`src/rtl/phadd_pkg.sv`:
```
package phadd_pkg;

    typedef enum logic [1:0] {
        OP_HADD = 2'b00,
        OP_BADD = 2'b01,
        OP_ASX  = 2'b10,
        OP_SAX  = 2'b11
    } phadd_op_e;

endpackage

```
`src/rtl/phadd_lane.sv`:
```
// One signed lane: full-precision add or subtract, then halve.
module phadd_lane #(
    parameter int W = 16
) (
    input  logic [W-1:0] a,
    input  logic [W-1:0] b,
    input  logic         sub,
    output logic [W-1:0] y
);
    logic [W:0] ext_a;
    logic [W:0] ext_b;
    logic [W:0] wide;

    always_comb begin
        ext_a = {a[W-1], a};
        ext_b = {b[W-1], b};
        wide  = sub ? (ext_a - ext_b) : (ext_a + ext_b);
        // bits [W:1] of the widened value are the floor-halved result
        y     = W'(wide >> 1);
    end
endmodule

```
`src/rtl/phadd_route.sv`:
```
// Picks halfword operand pairs and add/sub per half for the current op.
module phadd_route
    import phadd_pkg::*;
#(
    parameter int HW = 16
) (
    input  logic [1:0]      op,
    input  logic [2*HW-1:0] opa,
    input  logic [2*HW-1:0] opb,
    output logic [HW-1:0]   hi_a,
    output logic [HW-1:0]   hi_b,
    output logic            hi_sub,
    output logic [HW-1:0]   lo_a,
    output logic [HW-1:0]   lo_b,
    output logic            lo_sub
);
    logic xchg;

    always_comb begin
        xchg   = (op == OP_ASX) || (op == OP_SAX);
        hi_a   = opa[2*HW-1:HW];
        lo_a   = opa[HW-1:0];
        hi_b   = xchg ? opb[HW-1:0]    : opb[2*HW-1:HW];
        lo_b   = xchg ? opb[2*HW-1:HW] : opb[HW-1:0];
        hi_sub = (op == OP_SAX);
        lo_sub = (op == OP_ASX);
    end
endmodule

```
`src/rtl/phadd_unit.sv`:
```
module phadd_unit
    import phadd_pkg::*;
#(
    parameter int DATA_W = 32
) (
    input  logic              clk,
    input  logic              rst,
    input  logic              in_valid,
    input  logic [1:0]        op,
    input  logic [DATA_W-1:0] opa,
    input  logic [DATA_W-1:0] opb,
    output logic              out_valid,
    output logic [DATA_W-1:0] result
);
    localparam int HW     = DATA_W / 2;
    localparam int BW     = HW / 2;
    localparam int NBYTES = DATA_W / BW;

    typedef struct packed {
        logic              valid;
        logic [DATA_W-1:0] res;
    } state_t;

    state_t state_d, state_q;

    logic [HW-1:0]     hi_a, hi_b, lo_a, lo_b, hi_y, lo_y;
    logic              hi_sub, lo_sub;
    logic [DATA_W-1:0] byte_res;
    logic [DATA_W-1:0] calc;

    phadd_route #(.HW(HW)) u_route (
        .op     (op),
        .opa    (opa),
        .opb    (opb),
        .hi_a   (hi_a),
        .hi_b   (hi_b),
        .hi_sub (hi_sub),
        .lo_a   (lo_a),
        .lo_b   (lo_b),
        .lo_sub (lo_sub)
    );

    phadd_lane #(.W(HW)) u_hi (.a(hi_a), .b(hi_b), .sub(hi_sub), .y(hi_y));
    phadd_lane #(.W(HW)) u_lo (.a(lo_a), .b(lo_b), .sub(lo_sub), .y(lo_y));

    for (genvar i = 0; i < NBYTES; i++) begin : g_byte
        phadd_lane #(.W(BW)) u_b (
            .a   (opa[i*BW +: BW]),
            .b   (opb[i*BW +: BW]),
            .sub (1'b0),
            .y   (byte_res[i*BW +: BW])
        );
    end

    always_comb begin
        calc          = (op == OP_BADD) ? byte_res : {hi_y, lo_y};
        state_d       = state_q;
        state_d.valid = in_valid;
        if (in_valid) begin
            state_d.res = calc;
        end
    end

    always_ff @(posedge clk) begin
        if (rst) begin
            state_q <= '0;
        end else begin
            state_q <= state_d;
        end
    end

    assign out_valid = state_q.valid;
    assign result    = state_q.res;
endmodule

```
`config.mk`:
```
export PLATFORM = sky130hd
export DESIGN_NAME = phadd_unit
export DESIGN_NICKNAME = d
export VERILOG_FILES = /design/src/rtl/phadd_pkg.sv /design/src/rtl/phadd_lane.sv /design/src/rtl/phadd_route.sv /design/src/rtl/phadd_unit.sv
export SDC_FILE = /design/constraint.sdc
export NUM_CORES = 1
export LEC_CHECK = 0
export ABC_CLOCK_PERIOD_IN_PS = 5100
export BUFFER_PORTS_ARGS = -buffer_cell sky130_fd_sc_hd__buf_2
export CORE_ASPECT_RATIO = 1.1
export CORE_UTILIZATION = 59
export CTS_BUF_LIST = sky130_fd_sc_hd__clkbuf_4 sky130_fd_sc_hd__clkbuf_8
export CTS_CLUSTER_SIZE = 10
export DETAILED_ROUTE_END_ITERATION = 6
export HOLD_SLACK_MARGIN = 0.06
export MAX_ROUTING_LAYER = met4
export PLACE_DENSITY = 0.84
export SETUP_SLACK_MARGIN = 0.05
export SLEW_MARGIN = 5
export SYNTH_ARGS = -nofsm -noshare
export SYNTH_HDL_FRONTEND = slang
export SYNTH_SLANG_ARGS = --single-unit
```
`constraint.sdc`:
```
create_clock -name clk -period 5.1 [get_ports clk]
set_clock_uncertainty 0.1 [all_clocks]
set_input_delay 0.255 -clock clk [delete_from_list [all_inputs] [get_ports clk]]
set_output_delay 0.255 -clock clk [all_outputs]
set_load 0.1 [all_outputs]
```
Word level (Yosys, flattened, before mapping)
Cells that the tools add are included.

word-level totals
  output and inout bits = 33
  register bits = 33

operators by class
  equal/unequal tests = 3
  mux-type cells = 5
  add/subtract/negate cells = 8
  reductions and logical operators = 1

operator list
  kind                                                                   number
  8-bit by 8-bit adder with 9-bit output                                 4
  16-bit by 16-bit adder with 17-bit output                              2
  17-bit two-way mux                                                     2
  16-bit by 16-bit subtractor with 17-bit output                         2
  16-bit two-way mux                                                     2
  32-bit two-way mux                                                     1
  2-bit equality test, second input constant                             2
  2-bit by 1-bit equality test with 1-bit output, second input constant  1
  1-bit logical OR                                                       1

Longest topological paths before layout
Gate-level depths: netlist (run 1).

  depth after elaboration = 6
  mapped depth = 21
  mapped depth without buffers = 16

Hierarchy
From an unflattened synthesis (run 1), not the netlist that was laid out.

unflattened totals
  cell total of the unflattened synthesis = 823
  area, all modules = 6781.5 um^2

by module, submodules not included
  module                          area each (um^2)  cells each  instances
  phadd_lane (u_hi ...)           1126.1            159         2
  phadd_unit                      1893.1            187         1
  phadd_lane (g_byte[0].u_b ...)  462.9             62          4
  phadd_route                     784.5             70          1

Worst setup path after synthesis (run 1)
OpenSTA, ideal clock, no wires.

  kind = input-to-reg
  start = input port op[1]
  end = register state_q (netlist bit result[14])
  slack = 0.727 ns
  setup time = 0.115 ns
  cell stages on the path = 20
  arrival time = 4.158 ns
  cell sequence = buf_2 buf_2 clkbuf_1 buf_2 buf_1 mux2i_1 ha_1 o221a_2 nand2_1 nand2_1 xor2_1 nand2_1 o21ai_0 ha_1 a21o_1 a21o_1 a221o_1 a31oi_1 xor2_1 a2111oi_0

on the way
  word-level cells in the longest chain between the ends = 6
  elaborated cells on any way between the ends = 9

ends and longest elaborated chain
  what                                                                                                         line                                  text
  start: declaration                                                                                           phadd_unit.sv:9                       input logic [1:0] op,
  2-bit equality test, on equally long branches                                                                phadd_route.sv:20, phadd_route.sv:26
  1-bit logical OR                                                                                             phadd_route.sv:20                     xchg = (op == OP_ASX) || (op == OP_SAX);
  16-bit two-way mux                                                                                           phadd_route.sv:24                     lo_b = xchg ? opb[2*HW-1:HW] : opb[HW-1:0];
  16-bit by 16-bit adder with 17-bit output or 16-bit by 16-bit subtractor with 17-bit output (tied branches)  phadd_lane.sv:17                      wide = sub ? (ext_a - ext_b) : (ext_a + ext_b);
  17-bit two-way mux                                                                                           phadd_lane.sv:17
  32-bit two-way mux *                                                                                         phadd_unit.sv:56                      calc = (op == OP_BADD) ? byte_res : {hi_y, lo_y};
  end signal: assignment                                                                                       phadd_unit.sv:68                      state_q <= state_d;
  end: declaration                                                                                             phadd_unit.sv:24                      state_t state_d, state_q;

Every way passes the cells marked *; elsewhere a longest branch is shown, timed or not.
A chain may end at the register's enable or synchronous reset.

Final worst setup path (run 1)
  start = input port opb[17]
  end = register state_q (netlist bit result[27])

on the way
  word-level cells in the longest chain between the ends = 4
  elaborated cells on any way between the ends = 5

ends and longest elaborated chain
  what                                                                                                         line               text
  start: declaration                                                                                           phadd_unit.sv:11   input logic [DATA_W-1:0] opb,
  16-bit two-way mux *                                                                                         phadd_route.sv:23  hi_b = xchg ? opb[HW-1:0] : opb[2*HW-1:HW];
  16-bit by 16-bit adder with 17-bit output or 16-bit by 16-bit subtractor with 17-bit output (tied branches)  phadd_lane.sv:17
  17-bit two-way mux *                                                                                         phadd_lane.sv:17
  32-bit two-way mux *                                                                                         phadd_unit.sv:56

Marked as above.

==> results.sh, run 1 <==
export IMPL_p_leak_nw=2.695
export IMPL_avgSynthCellArea_um2=7.253
export IMPL_setup_viol=0
export IMPL_min_to="result[31]"
export IMPL_vias=6001
export IMPL_hold_depth=4
export IMPL_ys_seq_area_share_pct=12.16
export IMPL_drv_slew=0
export IMPL_fin_nets=960
export IMPL_area_delta_synth_final_pct=11.33
export IMPL_synthSimpleGateAreaFrac_pct=21.76
export IMPL_worst_ir_drop_vdd_mv=0.1010
export IMPL_gr_total_overflow=0
export IMPL_multiInputGateArea_mm2=0.004526
export IMPL_diodes=0
export IMPL_vias_per_cell=6.384
export IMPL_period_share_pct=77.94
export IMPL_clockBufferDepth=2
export IMPL_tns_ns=0
export IMPL_drc_errors=0
export IMPL_fin_ws_ns=1.125
export IMPL_ys_warn_count=0
export IMPL_cts_clk_slew_worst_paths_ns=0.07
export IMPL_crit_path_end_kind="register"
export IMPL_final_common_cell="buf_2"
export IMPL_ctsHtreeMaxLevel=2
export IMPL_pre_cts_slack_ns=0.9286
export IMPL_cts_tree="yes"
export IMPL_cpMostUsedCell="xnor2_1"
export IMPL_fp_row_count=36
export IMPL_wl_per_cell_um=17.68
export IMPL_crit_buf_inv=1
export IMPL_worstMarginPinSlew_ns=0.9401
export IMPL_start_kind="input pin"
export IMPL_grt_first_pass_wirelength_um=25910
export IMPL_die_area_mm2=0.009596
export IMPL_max_stage_delay_ns=0.55
export IMPL_io_pins=102
export IMPL_path_class="in2reg"
export IMPL_period_needed_ns=3.975
export IMPL_core_area_mm2=0.008919
export IMPL_slowest_stage="or4_4"
export IMPL_yosys_most_used_dff="dfxtp_1"
export IMPL_fmax_mhz=251.6
export IMPL_place_gp_congestion=1.078
export IMPL_numClockSinks=33
export IMPL_final_cell_mix="buf_2 (101), nor2_1 (81), a21oi_1 (65), o21ai_0 (64), nand2_1 (61)"
export IMPL_r2r_start="result[11]"
export IMPL_synth_top_family_by_area="compound AO/OA/AOI/OAI gates"
export IMPL_power_density_mw_per_mm2=245.0
export IMPL_drive_gt1_share_pct=16.34
export IMPL_synth_cell_types=66
export IMPL_async_reset_ff_share_pct=0
export IMPL_hp_class="in2reg"
export IMPL_grt_pass1_vias=5234
export IMPL_cts_buffers=5
export IMPL_die_h_um=102.6
export IMPL_synth_mux_area_share_pct=3.570
export IMPL_die_width_um=93.49
export IMPL_grt_antenna_before_repair=0
export IMPL_synth_seq_cells=33
export IMPL_worstSkewPairLatency_ns=0.30
export IMPL_regToRegEndpoint="result[11]"
export IMPL_grt_max_degree=61
export IMPL_drt_iter0_drc=444
export IMPL_synth_xor_xnor_area_share_pct=14.51
export IMPL_synth_area_mm2=0.005433
export IMPL_synth_edf_count=0
export IMPL_rsz0062_at_grt="no"
export IMPL_crit_family="simple AND/OR/NAND/NOR gates"
export IMPL_routed_wirelength_um=16620
export IMPL_min_from="opa[31]"
export IMPL_post_cts_buffers=0
export IMPL_cp_max_fo=7
export IMPL_fin_util_pct=67.82
export IMPL_yosys_area_top_type_share_pct=13.82
export IMPL_synth_largest_area_cell="ha_1"
export IMPL_finalHoldViolations=0
export IMPL_start_util_pct=60.91
export IMPL_final_cell_count_no_fill=940
export IMPL_slew_headroom_pct=37.32
export IMPL_port_buffers=101
export IMPL_ctsHoldBuffers=0
export IMPL_track_usage_pct=35.48
export IMPL_clockRootBuffer="clkbuf_8"
export IMPL_num_fill_cells=784
export IMPL_rr_worst_depth=3
export IMPL_synth_fa_ha_area_share_pct=16.03
export IMPL_ys_top_cells_by_area="ha_1 (14%), dfxtp_1 (12%), xnor2_1 (9.5%), a21oi_1 (6.0%), o21ai_0 (5.9%)"
export IMPL_maxCapViolations=0
export IMPL_post_cts_resized=0
export IMPL_r2r_slack_ns=4.12
export IMPL_dp_hpwl_um=13050
export IMPL_arrival_ns=4.08
export IMPL_synth_compound_area_share_pct=27.43
export IMPL_cp_cell_sequence="buf_2 -> or4_4 -> mux2_2 -> or3b_1 -> nor2b_1 -> xnor2_1 -> a21oi_1 -> ha_1 -> and3_1 -> and2_1 -> a22oi_1 -> o2bb2ai_1 -> xnor2_1 -> nand2_1 -> a311oi_1"
export IMPL_place_inst=932
export IMPL_status="finished, final reports clean"
export IMPL_seq_area_um2=660.6
export IMPL_ant_nets=0
export IMPL_synth_net_count=884
export IMPL_first_pass_iters=5
export IMPL_cp_required_ns=5.21
export IMPL_syn_inst=749
state kept, by name, summed over array words and instances, names as in the netlist:
register	cells
result	32
out_valid	1
routing by layer:
layer	vias up	routed length (µm)	track usage, %
met5	-	0	-
met2	341	7426	54.92
met1	2743	7102	47.09
li1	2876	-	-
met3	41	1657	4.351
met4	0	429	13.85
worst max path at each step:
stage	startpoint	end	slack, ns	depth (start not counted)
3_3_place_gp	op[1]	result[15]	1.05	15
6_report	opb[17]	result[27]	1.13	15
4_1_cts	opb[17]	result[29]	1.19	15
3_5_place_dp	op[1]	result[15]	0.93	14
2_1_floorplan	op[1]	result[14]	0.73	20
5_1_grt	op[1]	result[15]	0.80	14
per-stage QoR:
stage / total power, mW / hold slack, ns / cell area (µm²)
5_1_grt: 1.563 / 0.3337 / 6048
2_1_floorplan: 1.029 / 0.2407 / 5433
3_3_place_gp: 1.212 / 0.3623 / 5947
3_5_place_dp: 1.236 / 0.3778 / 5947
6_report: 1.482 / 0.3164 / 6048
4_1_cts: 1.465 / 0.3194 / 6048
cells by family after synthesis:
| group | count (synthesis) |
|---|---|
| xor+xnor | 90 |
| flops | 33 |
| fa+ha+maj | 66 |
| buf+inv | 58 |
| simple gates | 247 |
| mux | 19 |
| compound gates | 236 |
worst min-delay path, stage by stage:
cell	delay, ns
buf_2	0.12
xnor2_1	0.09
xnor2_1	0.15
a21oi_1	0.06
cell type report:
class | instances | area share [%]
clock buffers | 7 | 1.593
clock inverters | 1 | 0.08275
inverters | 22 | 1.365
multi-input cells | 658 | 74.82
flip-flops and latches | 33 | 10.92
well taps | 114 | 2.358
repair buffers | 105 | 8.854
Yosys cell counts (7+ instances only):
cell	count
nor2_1	81
a21oi_1	65
o21ai_0	64
nand2_1	61
ha_1	60
xnor2_1	59
dfxtp_1	33
xor2_1	31
nor3_1	26
clkbuf_1	24
inv_1	22
a211oi_1	16
mux2i_1	16
a21o_1	12
nand3_1	12
o21a_1	12
nor2b_1	11
nand2b_1	9
o22ai_1	8
or3_1	8
a311oi_1	7
and3_1	7
report_power, final:
| part | total (mW) | internal [mW] | switching, mW |
|---|---|---|---|
| clock | 0.230 | 0.122 | 0.108 |
| combinational | 0.947 | 0.309 | 0.638 |
| sequential | 0.305 | 0.289 | 0.0157 |
(Power assumes the default switching activity.)
==> inputs of run 2 (changes only) <==
- ABC_AREA: unset -> 1
- ABC_CLOCK_PERIOD_IN_PS: 5100 -> 3940
- clock period: 5.1 -> 3.94 ns (I/O delays scaled with it)
==> run 2 against run 1 <==
Effect of this change:
- clock power rose by 20%
- cell count rose by 21%
- combinational power rose by 32%
- first-iteration DRC count fell by 17%
- flip-flop and latch count did not move
- non-clock buffer count did not move
- total power rose by 29%
- critical endpoint is now result[9]
- largest cell class unchanged
- largest power group unchanged
==> results.sh, run 2 <==
export IMPL_synth_cell_types=46
export IMPL_synth_top_family_by_area="simple AND/OR/NAND/NOR gates"
export IMPL_rsz0062_at_grt="no"
export IMPL_slowest_stage="buf_2"
export IMPL_async_reset_ff_share_pct=0
export IMPL_vias_per_cell=5.507
export IMPL_numClockSinks=33
export IMPL_diodes=0
export IMPL_hold_depth=2
export IMPL_setup_viol=0
export IMPL_worstSkewPairLatency_ns=0.30
export IMPL_ys_warn_count=0
export IMPL_die_width_um=94.51
export IMPL_synth_mux_area_share_pct=0
export IMPL_fin_nets=1153
export IMPL_ctsHoldBuffers=0
export IMPL_core_area_mm2=0.009009
export IMPL_synth_net_count=1063
export IMPL_yosys_most_used_dff="dfxtp_1"
export IMPL_synth_xor_xnor_area_share_pct=5.519
export IMPL_rr_worst_depth=4
export IMPL_status="finished, final reports clean"
export IMPL_crit_family="compound AO/OA/AOI/OAI gates"
export IMPL_slew_headroom_pct=43.08
export IMPL_largest_register_ffs=32
export IMPL_cp_depth=16
export IMPL_drc_errors=0
export IMPL_synth_most_common_cell="nand2_1"
export IMPL_track_usage_pct=32.81
export IMPL_die_h_um=103.8
export IMPL_avgSynthCellArea_um2=5.985
export IMPL_crit_buf_inv=2
export IMPL_routed_wirelength_um=15250
export IMPL_place_gp_congestion=0.9794
export IMPL_cp_max_fo=44
export IMPL_use_met2_pct=53.42
export IMPL_io_pins=102
export IMPL_drive_gt1_share_pct=15.31
export IMPL_yosys_area_top_type_share_pct=14.67
export IMPL_syn_inst=928
export IMPL_synthSimpleGateAreaFrac_pct=29.71
export IMPL_dpl_cell_area_mm2=0.006086
export IMPL_r2r_slack_ns=3.17
export IMPL_worstMarginPinSlew_ns=0.8529
export IMPL_grt_pass1_vias=5511
export IMPL_start_util_pct=61.65
export IMPL_period_needed_ns=3.359
export IMPL_clockRootBuffer="clkbuf_8"
export IMPL_cpMostUsedCell="a21oi_1"
export IMPL_top_usage_layer="met2"
export IMPL_hp_class="in2reg"
export IMPL_tns_ns=0
export IMPL_netlist_top_cells_count="nand2_1 (217), inv_1 (142), a21oi_1 (93)"
export IMPL_grt_max_degree=57
export IMPL_synth_compound_area_share_pct=24.53
export IMPL_arrival_ns=3.50
export IMPL_wl_per_cell_um=13.46
export IMPL_post_cts_buffers=0
export IMPL_cp_cell_sequence="buf_2 -> nand2_1 -> nand2_2 -> nand3_1 -> nor3_2 -> a31oi_1 -> xor2_1 -> ha_1 -> a21oi_1 -> a21boi_0 -> nand2_1 -> a21boi_0 -> inv_1 -> a21oi_1 -> o21ai_0 -> a21oi_1"
export IMPL_drt_iter0_drc=368
export IMPL_period_share_pct=85.24
export IMPL_grt_first_pass_wirelength_um=25030
export IMPL_fp_row_count=36
export IMPL_vias=6239
export IMPL_worst_ir_drop_vdd_mv=0.1731
export IMPL_start_kind="input pin"
export IMPL_finalHoldViolations=0
export IMPL_maxCapViolations=0
export IMPL_clockBufferDepth=2
export IMPL_synth_seq_cells=33
export IMPL_path_class="in2reg"
export IMPL_synth_largest_area_cell="nand2_1"
export IMPL_gr_total_overflow=0
export IMPL_cts_clk_slew_worst_paths_ns=0.08
export IMPL_synth_area_mm2=0.005554
export IMPL_synth_fa_ha_area_share_pct=15.68
export IMPL_die_area_mm2=0.009806
export IMPL_drv_slew=0
export IMPL_ys_seq_area_share_pct=11.89
export IMPL_p_leak_nw=3.474
export IMPL_post_cts_resized=0
export IMPL_cts_tree="yes"
export IMPL_ctsHtreeMaxLevel=2
export IMPL_ys_top_cells_by_area="nand2_1 (15%), ha_1 (14%), dfxtp_1 (12%), inv_1 (9.6%), a21oi_1 (8.4%)"
export IMPL_final_cell_mix="nand2_1 (217), inv_1 (142), buf_2 (101), a21oi_1 (93), o21ai_0 (85)"
export IMPL_stdcell_area_mm2=0.006172
export IMPL_use_met1_pct=42.36
export IMPL_cp_required_ns=4.08
export IMPL_grt_antenna_before_repair=0
export IMPL_crit_path_end_kind="register"
export IMPL_use_met3_pct=3.524
export IMPL_dp_hpwl_um=12210
export IMPL_final_common_cell="nand2_1"
export IMPL_first_pass_iters=6
export IMPL_synth_edf_count=0
export IMPL_cts_buffers=5
export IMPL_fmax_mhz=297.7
export IMPL_power_density_mw_per_mm2=310.5
export IMPL_ant_nets=0
export IMPL_max_stage_delay_ns=0.62
export IMPL_port_buffers=101
export IMPL_area_delta_synth_final_pct=11.13
[run 2: metal layers]
| layer | vias up | part of all wire, % |
|---|---|---|
| li1 | 3242 | - |
| met1 | 2757 | 46 |
| met2 | 206 | 46 |
| met3 | 34 | 5.8 |
| met4 | 0 | 2.5 |
| met5 | - | 0 |
[run 2: layout make-up]
class	instances	area, µm²
multi-input combinational	726	4190
fill	883	2836
sequential	33	660.6
inverter	147	556.8
timing repair buffer	105	535.5
tap	114	142.6
clock buffer	6	76.32
clock inverter	2	10.01
[run 2: where the power goes]
| group | switching (mW) | internal (mW) |
|---|---|---|
| Clock | 0.147 | 0.130 |
| Sequential | 0.0160 | 0.371 |
| Combinational | 0.882 | 0.371 |
[run 2: cells by family after synthesis]
family	Yosys count
fa+ha+maj	66
xor+xnor	35
flops	33
buf+inv	169
compound gates	237
simple gates	388
[run 2: worst register-to-register path, delay by kind of cell, from the launching register on]
kind / cells / cell delay, ns
flops: 1 / 0.34
simple gates: 2 / 0.14
compound gates: 1 / 0.08
buf+inv: 1 / 0.06
[run 2: path summary, 6_finish.rpt]
check / startpoint / end
min reg2reg: result[19] / result[19]
min: rst / out_valid
max: op[1] / result[9]
max reg2reg: result[21] / result[21]
[run 2: per-stage QoR]
stage | std cells | hold slack (ns) | setup slack, ns | util, % | total power [mW]
6_report | 1133 | 0.08017 | 0.5814 | 68.51 | 1.916
5_1_grt | 1133 | 0.1102 | 0.2386 | 68.51 | 2.081
4_1_cts | 1133 | 0.08030 | 0.6045 | 68.51 | 1.909
3_5_place_dp | 1125 | 0.3641 | 0.2872 | 67.56 | 1.628
3_3_place_gp | 1125 | 0.3587 | 0.3107 | 67.56 | 1.614
2_1_floorplan | 928 | 0.3954 | 1.154 | - | 1.375
